<file path="src/rtl/pm_pkg.sv">
`timescale 1ns/1ps
package pm_pkg;
   typedef enum logic [2:0] {
      COND_ONE     = 3'd0,
      COND_RISE_ST = 3'd1,
      COND_FALL_ST = 3'd2,
      COND_ANY_ST  = 3'd3,
      COND_HIGH    = 3'd4,
      COND_LOW     = 3'd5,
      COND_NONE    = 3'd6,
      COND_PULSE   = 3'd7
   } pm_cond_e;

   localparam int FIELD_W   = 3;
   localparam int FIELD_LSB = 8;
   localparam int MATCH_LSB = 24;
endpackage

</file>
<file path="src/rtl/pm_sync_edge.sv">
`timescale 1ns/1ps
module pm_sync_edge #(
   parameter int WIDTH  = 8,
   parameter int STAGES = 2
) (
   input  logic             clk,
   input  logic             rst_n,
   input  logic [WIDTH-1:0] din,
   output logic [WIDTH-1:0] lvl,
   output logic [WIDTH-1:0] rise,
   output logic [WIDTH-1:0] fall
);
   generate
      if (STAGES < 2) begin : g_bad_stages
         $error("pm_sync_edge: STAGES must be at least 2");
      end
   endgenerate

   logic [WIDTH-1:0] stg_q [STAGES];
   logic [WIDTH-1:0] prev_q;

   always_ff @(posedge clk or negedge rst_n) begin
      if (!rst_n) begin
         for (int i = 0; i < STAGES; i++) stg_q[i] <= '0;
         prev_q <= '0;
      end else begin
         stg_q[0] <= din;
         for (int i = 1; i < STAGES; i++) stg_q[i] <= stg_q[i-1];
         prev_q <= stg_q[STAGES-1];
      end
   end

   assign lvl  = stg_q[STAGES-1];
   assign rise = lvl & ~prev_q;
   assign fall = ~lvl & prev_q;
endmodule

</file>
<file path="src/rtl/pm_slice.sv">
`timescale 1ns/1ps
module pm_slice #(
   parameter int NUM_LINES = 8,
   localparam int SRC_W    = $clog2(NUM_LINES)
) (
   input  logic                 clk,
   input  logic                 rst_n,
   input  logic                 clr,
   input  logic [NUM_LINES-1:0] lvl,
   input  logic [NUM_LINES-1:0] rise,
   input  logic [NUM_LINES-1:0] fall,
   input  logic [SRC_W-1:0]     src,
   input  pm_pkg::pm_cond_e     cond,
   output logic                 hit
);
   import pm_pkg::*;

   logic l, r, f, ev, st_q;

   assign l = lvl[src];
   assign r = rise[src];
   assign f = fall[src];

   always_comb begin
      case (cond)
         COND_RISE_ST: ev = r;
         COND_FALL_ST: ev = f;
         COND_ANY_ST:  ev = r | f;
         default:      ev = 1'b0;
      endcase
   end

   // sticky latch: set by the selected edge, cleared only by a setting write
   always_ff @(posedge clk or negedge rst_n) begin
      if (!rst_n)   st_q <= 1'b0;
      else if (clr) st_q <= 1'b0;
      else if (ev)  st_q <= 1'b1;
   end

   always_comb begin
      case (cond)
         COND_ONE:     hit = 1'b1;
         COND_RISE_ST: hit = st_q | ev;
         COND_FALL_ST: hit = st_q | ev;
         COND_ANY_ST:  hit = st_q | ev;
         COND_HIGH:    hit = l;
         COND_LOW:     hit = ~l;
         COND_NONE:    hit = 1'b0;
         COND_PULSE:   hit = r | f;
      endcase
   end
endmodule

</file>
<file path="src/rtl/pm_term_chain.sv">
`timescale 1ns/1ps
module pm_term_chain #(
   parameter int NUM_SLICES = 8
) (
   input  logic [NUM_SLICES-1:0] hit,
   input  logic [NUM_SLICES-1:0] endpt,
   output logic [NUM_SLICES-1:0] term
);
   logic [NUM_SLICES-1:0] run;

   genvar k;
   generate
      for (k = 0; k < NUM_SLICES; k++) begin : g_chain
         if (k == 0) begin : g_first
            assign run[k] = hit[k];
         end else begin : g_next
            // a fresh product starts right after an endpoint
            assign run[k] = hit[k] & (endpt[k-1] | run[k-1]);
         end
         assign term[k] = endpt[k] & run[k];
      end
   endgenerate
endmodule

</file>
<file path="src/rtl/patmatch_engine.sv">
`timescale 1ns/1ps
module patmatch_engine #(
   parameter int NUM_SLICES  = 8,
   parameter int NUM_LINES   = 8,
   parameter int SYNC_STAGES = 2,
   localparam int SRC_W      = $clog2(NUM_LINES),
   localparam int DATA_W     = 32
) (
   input  logic                  clk,
   input  logic                  rst_n,
   input  logic [NUM_LINES-1:0]  line_in,
   input  logic [NUM_SLICES-1:0] pin_irq_std,
   input  logic                  wr_ctrl,
   input  logic                  wr_src,
   input  logic                  wr_cfg,
   input  logic [DATA_W-1:0]     wr_data,
   output logic [DATA_W-1:0]     ctrl_rdata,
   output logic [NUM_SLICES-1:0] irq_out,
   output logic                  rx_event
);
   import pm_pkg::*;

   generate
      if (NUM_SLICES < 2 || NUM_SLICES > 8) begin : g_bad_slices
         $error("patmatch_engine: NUM_SLICES must be 2..8");
      end
      if (SRC_W > FIELD_W || NUM_LINES < 2) begin : g_bad_lines
         $error("patmatch_engine: NUM_LINES must be 2..8");
      end
      if (FIELD_LSB + FIELD_W * NUM_SLICES > DATA_W) begin : g_bad_fields
         $error("patmatch_engine: fields exceed the data word");
      end
   endgenerate

   logic                              mode_q, evt_en_q;
   logic [NUM_SLICES-1:0][SRC_W-1:0]  src_q;
   logic [NUM_SLICES-1:0][FIELD_W-1:0] cond_q;
   logic [NUM_SLICES-2:0]             ep_q;
   logic [NUM_SLICES-1:0]             match_q;
   logic                              evt_q;
   logic                              clr;
   logic [NUM_LINES-1:0]              lvl, rise, fall;
   logic [NUM_SLICES-1:0]             hit, term;
   logic                              unused_data;

   assign unused_data = ^wr_data;
   assign clr = wr_src | wr_cfg;

   always_ff @(posedge clk or negedge rst_n) begin
      if (!rst_n) begin
         mode_q   <= 1'b0;
         evt_en_q <= 1'b0;
      end else if (wr_ctrl) begin
         mode_q   <= wr_data[0];
         evt_en_q <= wr_data[1];
      end
   end

   always_ff @(posedge clk or negedge rst_n) begin
      if (!rst_n) begin
         src_q <= '0;
      end else if (wr_src) begin
         for (int n = 0; n < NUM_SLICES; n++)
            src_q[n] <= wr_data[FIELD_LSB + FIELD_W*n +: SRC_W];
      end
   end

   always_ff @(posedge clk or negedge rst_n) begin
      if (!rst_n) begin
         cond_q <= '0;
         ep_q   <= '0;
      end else if (wr_cfg) begin
         for (int n = 0; n < NUM_SLICES; n++)
            cond_q[n] <= wr_data[FIELD_LSB + FIELD_W*n +: FIELD_W];
         ep_q <= wr_data[NUM_SLICES-2:0];
      end
   end

   pm_sync_edge #(.WIDTH(NUM_LINES), .STAGES(SYNC_STAGES)) u_sync (
      .clk  (clk),
      .rst_n(rst_n),
      .din  (line_in),
      .lvl  (lvl),
      .rise (rise),
      .fall (fall)
   );

   genvar n;
   generate
      for (n = 0; n < NUM_SLICES; n++) begin : g_slice
         pm_slice #(.NUM_LINES(NUM_LINES)) u_slice (
            .clk  (clk),
            .rst_n(rst_n),
            .clr  (clr),
            .lvl  (lvl),
            .rise (rise),
            .fall (fall),
            .src  (src_q[n]),
            .cond (pm_cond_e'(cond_q[n])),
            .hit  (hit[n])
         );
      end
   endgenerate

   pm_term_chain #(.NUM_SLICES(NUM_SLICES)) u_chain (
      .hit  (hit),
      .endpt({1'b1, ep_q}),
      .term (term)
   );

   always_ff @(posedge clk or negedge rst_n) begin
      if (!rst_n) begin
         match_q <= '0;
         evt_q   <= 1'b0;
      end else begin
         match_q <= term;
         evt_q   <= evt_en_q & |(term & ~match_q);
      end
   end

   always_comb begin
      ctrl_rdata                          = '0;
      ctrl_rdata[0]                       = mode_q;
      ctrl_rdata[1]                       = evt_en_q;
      ctrl_rdata[MATCH_LSB +: NUM_SLICES] = match_q;
   end

   assign irq_out  = mode_q ? match_q : pin_irq_std;
   assign rx_event = evt_q;
endmodule

</file>
<file path="config.mk">
export PLATFORM = sky130hd
export DESIGN_NAME = patmatch_engine
export DESIGN_NICKNAME = d
export VERILOG_FILES = /design/src/rtl/pm_pkg.sv /design/src/rtl/pm_sync_edge.sv /design/src/rtl/pm_slice.sv /design/src/rtl/pm_term_chain.sv /design/src/rtl/patmatch_engine.sv
export SDC_FILE = /design/constraint.sdc
export NUM_CORES = 1
export LEC_CHECK = 0
export BUFFER_PORTS_ARGS = -buffer_cell sky130_fd_sc_hd__buf_2
export CELL_PAD_IN_SITES_DETAIL_PLACEMENT = 2
export CELL_PAD_IN_SITES_GLOBAL_PLACEMENT = 2
export CORE_MARGIN = 3
export CORE_UTILIZATION = 40
export DETAILED_ROUTE_END_ITERATION = 6
export GPL_ROUTABILITY_DRIVEN = 0
export PLACE_DENSITY = 0.77
export SYNTH_ARGS = -nofsm -noshare
export SYNTH_HDL_FRONTEND = slang
export SYNTH_HIERARCHICAL = 1
export SYNTH_SLANG_ARGS = --single-unit
</file>
<file path="constraint.sdc">
create_clock -name clk -period 3.5 [get_ports clk]
set_input_delay 0.35 -clock clk [delete_from_list [all_inputs] [get_ports clk]]
set_output_delay 0.35 -clock clk [all_outputs]
set_load 0.01 [all_outputs]
</file>
==> results.sh <==
export IMPL_outcome="completed"
export IMPL_synth_top_area_cell="dfrtp_1"
export IMPL_critPathKind="flop to flop"
export IMPL_vias=4125
export IMPL_coreArea_mm2=0.0149
export IMPL_final_antenna_net_count=0
export IMPL_cts_root_buffer="clkbuf_16"
export IMPL_cts_hold_buf=0
export IMPL_layoutNonFillerInstCount=713
export IMPL_clockBufferDepth=2
export IMPL_period_share_pct=97.7
export IMPL_utilization_pct=47.5
export IMPL_drc=0
export IMPL_io_buffers=70
export IMPL_cpMaxStageDelayCell="mux4_2"
export IMPL_syn_to_final_growth_pct=13.9
export IMPL_path_max_fanout=5
export IMPL_nets=577
export IMPL_setup_viol=0
export IMPL_wirelength_um=17700
export IMPL_finalPower_mw=3.19
export IMPL_netlist_area_mm2=0.00620
export IMPL_synth_main_ff_cell="dfrtp_1"
export IMPL_drt_initial_drc_count=238
export IMPL_yosysTopAreaCellShare_pct=39.5
export IMPL_fin_setup_tns_ps=0
export IMPL_grt_pass1_vias=4545
export IMPL_cts_made_buffers=9
export IMPL_clk_pin_slew_ps=70
export IMPL_period_minus_slack_ps=3420
export IMPL_grt_max_degree=48
export IMPL_pwr_density_cell_mw_per_mm2=451
export IMPL_maxClockFrequency_mhz=292
export IMPL_cp_top_family="compound AO/OA/AOI/OAI gates"
export IMPL_worstHoldPathType="primary input to async pin"
export IMPL_max_vdd_ir_drop_uv=252
export IMPL_first_pass_iters=4
export IMPL_floorplan_initialDensity_pct=41.7
export IMPL_arrival_ps=3660
export IMPL_synth_area_mux_share_pct=37.0
export IMPL_synth_compound_area_share_pct=7.99
export IMPL_synth_distinct_cells=38
export IMPL_vias_per_cell=5.79
export IMPL_cts_tree="yes"
export IMPL_synthAdderAreaFrac_pct=0
export IMPL_setup_slack_ps=79.4
export IMPL_leakage_nw=3.28
export IMPL_grt_overflow_total=0
export IMPL_cts_htree_levels=3
export IMPL_drive_gt1_share_pct=51.2
export IMPL_r2r_start="u_sync/lvl[4]"
export IMPL_antenna_found_initial=0
export IMPL_synthCells=433
export IMPL_crit_path_max_incr_delay_ps=480
export IMPL_yosysWarningCount=6
export IMPL_relSlewSlack_pct=40.7
export IMPL_syn_area_per_cell_um2=14.3
export IMPL_r2r_slack_ps=80
export IMPL_finalHoldViolCount=0
export IMPL_placed_area_mm2=0.00662
export IMPL_synth_top_family_by_area="multiplexers"
export IMPL_die_area_mm2=0.0170
export IMPL_synth_edf_count=0
export IMPL_grt_use_total_pct=21.2
export IMPL_place_ws_ps=-96.2
export IMPL_row_count=44
export IMPL_cp_cell_sequence="and2b_2 -> mux4_2 -> mux2_4 -> a22o_1 -> o31ai_2 -> o21ai_1 -> o21a_2 -> o311ai_4 -> a31oi_2 -> inv_1 -> o22ai_1 -> o41a_1"
export IMPL_avgRoutedWirePerCell_um=24.9
export IMPL_dp_hpwl_um=12300
export IMPL_antenna_cells=0
export IMPL_die_w_um=131
export IMPL_stdcell_area_mm2=0.00707
export IMPL_synthTopCellsByCount="dfrtp_1, mux2_4, mux2_2"
export IMPL_yosysSeqAreaShare_pct=39.5
export IMPL_path_buf_inv=1
export IMPL_hold_slack_ps=14.6
export IMPL_synthArstFlopShare_pct=100
export IMPL_clock_sinks=98
export IMPL_worst_pin_slew_ps=889
export IMPL_yosysMostFrequentCell="dfrtp_1"
export IMPL_r2r_cells=12
export IMPL_start_kind="flop"
export IMPL_synth_xor_area_share_pct=0
export IMPL_insertion_delay_ps=360
export IMPL_io_pins=94
export IMPL_drv_slew=0
export IMPL_critPathCaptureType="flop"
export IMPL_place_inst=688
export IMPL_synth_simple_area_share_pct=7.06
export IMPL_rr_endpoint="rx_event"
export IMPL_required_ps=3740
export IMPL_grt_pass1_wl_um=27100
export IMPL_synthTopCellsByArea="dfrtp_1, mux4_1, mux2_4"
export IMPL_fin_skew_ps=8.40
export IMPL_max_cap_violations=0
export IMPL_synth_seq_cells=98
export IMPL_die_y_um=131
## layout by cell type, fill, tap and decap left out, drive strengths merged, types with 2 or more instances in the layout
master / count
nor2b: 8
or2: 2
o21ai: 16
and2b: 16
a21oi: 9
o22ai: 5
buf: 107
nand3: 9
nor2: 26
mux4: 48
mux2: 81
and2: 3
inv: 19
clkinvlp: 3
conb: 23
clkbuf: 9
a22o: 8
o31ai: 8
dfrtp: 98
nand2: 3
a22oi: 8
nor3b: 8
o21a: 2
## flip-flops by register name (all words and copies together), names as in the netlist
name,flops
cond_q,24
ep_q,7
evt_en_q,1
g_slice.u_slice/st_q,8
match_q,8
mode_q,1
rx_event,1
src_q,24
u_sync/lvl,8
u_sync/prev_q,8
u_sync/stg_q,8
## cell type report
class / count / area [um^2]
clock buffers: 9 / 225
flip-flops and latches: 98 / 2460
well taps: 184 / 230
fillers: 1431 / 7800
clock inverters: 7 / 60.1
inverters: 16 / 60.1
multi-input cells: 292 / 3400
repair buffers: 107 / 631
## where the power goes
group / leakage, nW / switching (mW) / internal, mW
Sequential: 1.17 / 0.163 / 1.23
Clock: 0.131 / 0.478 / 0.494
Combinational: 1.98 / 0.366 / 0.453
Total: 3.28 / 1.01 / 2.18
## timing repair
item                       4_1_cts  5_1_grt
setup buffers                    3        6
resized for setup                6       27
pin swaps                        2       15
setup endpoints to repair        1        1
## how the worst max path moves through the flow
stage / to / slack [ps] / startpoint / cells past startpoint
global placement: rx_event / 50 / u_sync/lvl[4] / 12
finish: rx_event / 80 / u_sync/lvl[4] / 12
global route: rx_event / -50 / u_sync/lvl[2] / 12
detailed placement: rx_event / -100 / u_sync/lvl[4] / 12
CTS: rx_event / 3 / u_sync/lvl[4] / 13
floorplan: rx_event / 360 / u_sync/lvl[3] / 12
## kinds of logic after synthesis
logic type             Yosys count
AOI/OAI and AO/OA               65
other                            2
DFF                             98
muxes                          129
and+or+nand+nor                 75
buffers and inverters           64
## per-layer routing
| layer | global-route usage [%] | up-vias | wire (um) |
|---|---|---|---|
| li1 | - | 1779 | - |
| met1 | 27.1 | 2200 | 7200 |
| met2 | 37.6 | 122 | 9470 |
| met3 | 3.54 | 24 | 778 |
| met4 | 5.63 | 0 | 297 |
| met5 | 0 | - | 0 |
No activity file was read; power rests on OpenSTA's default activity.
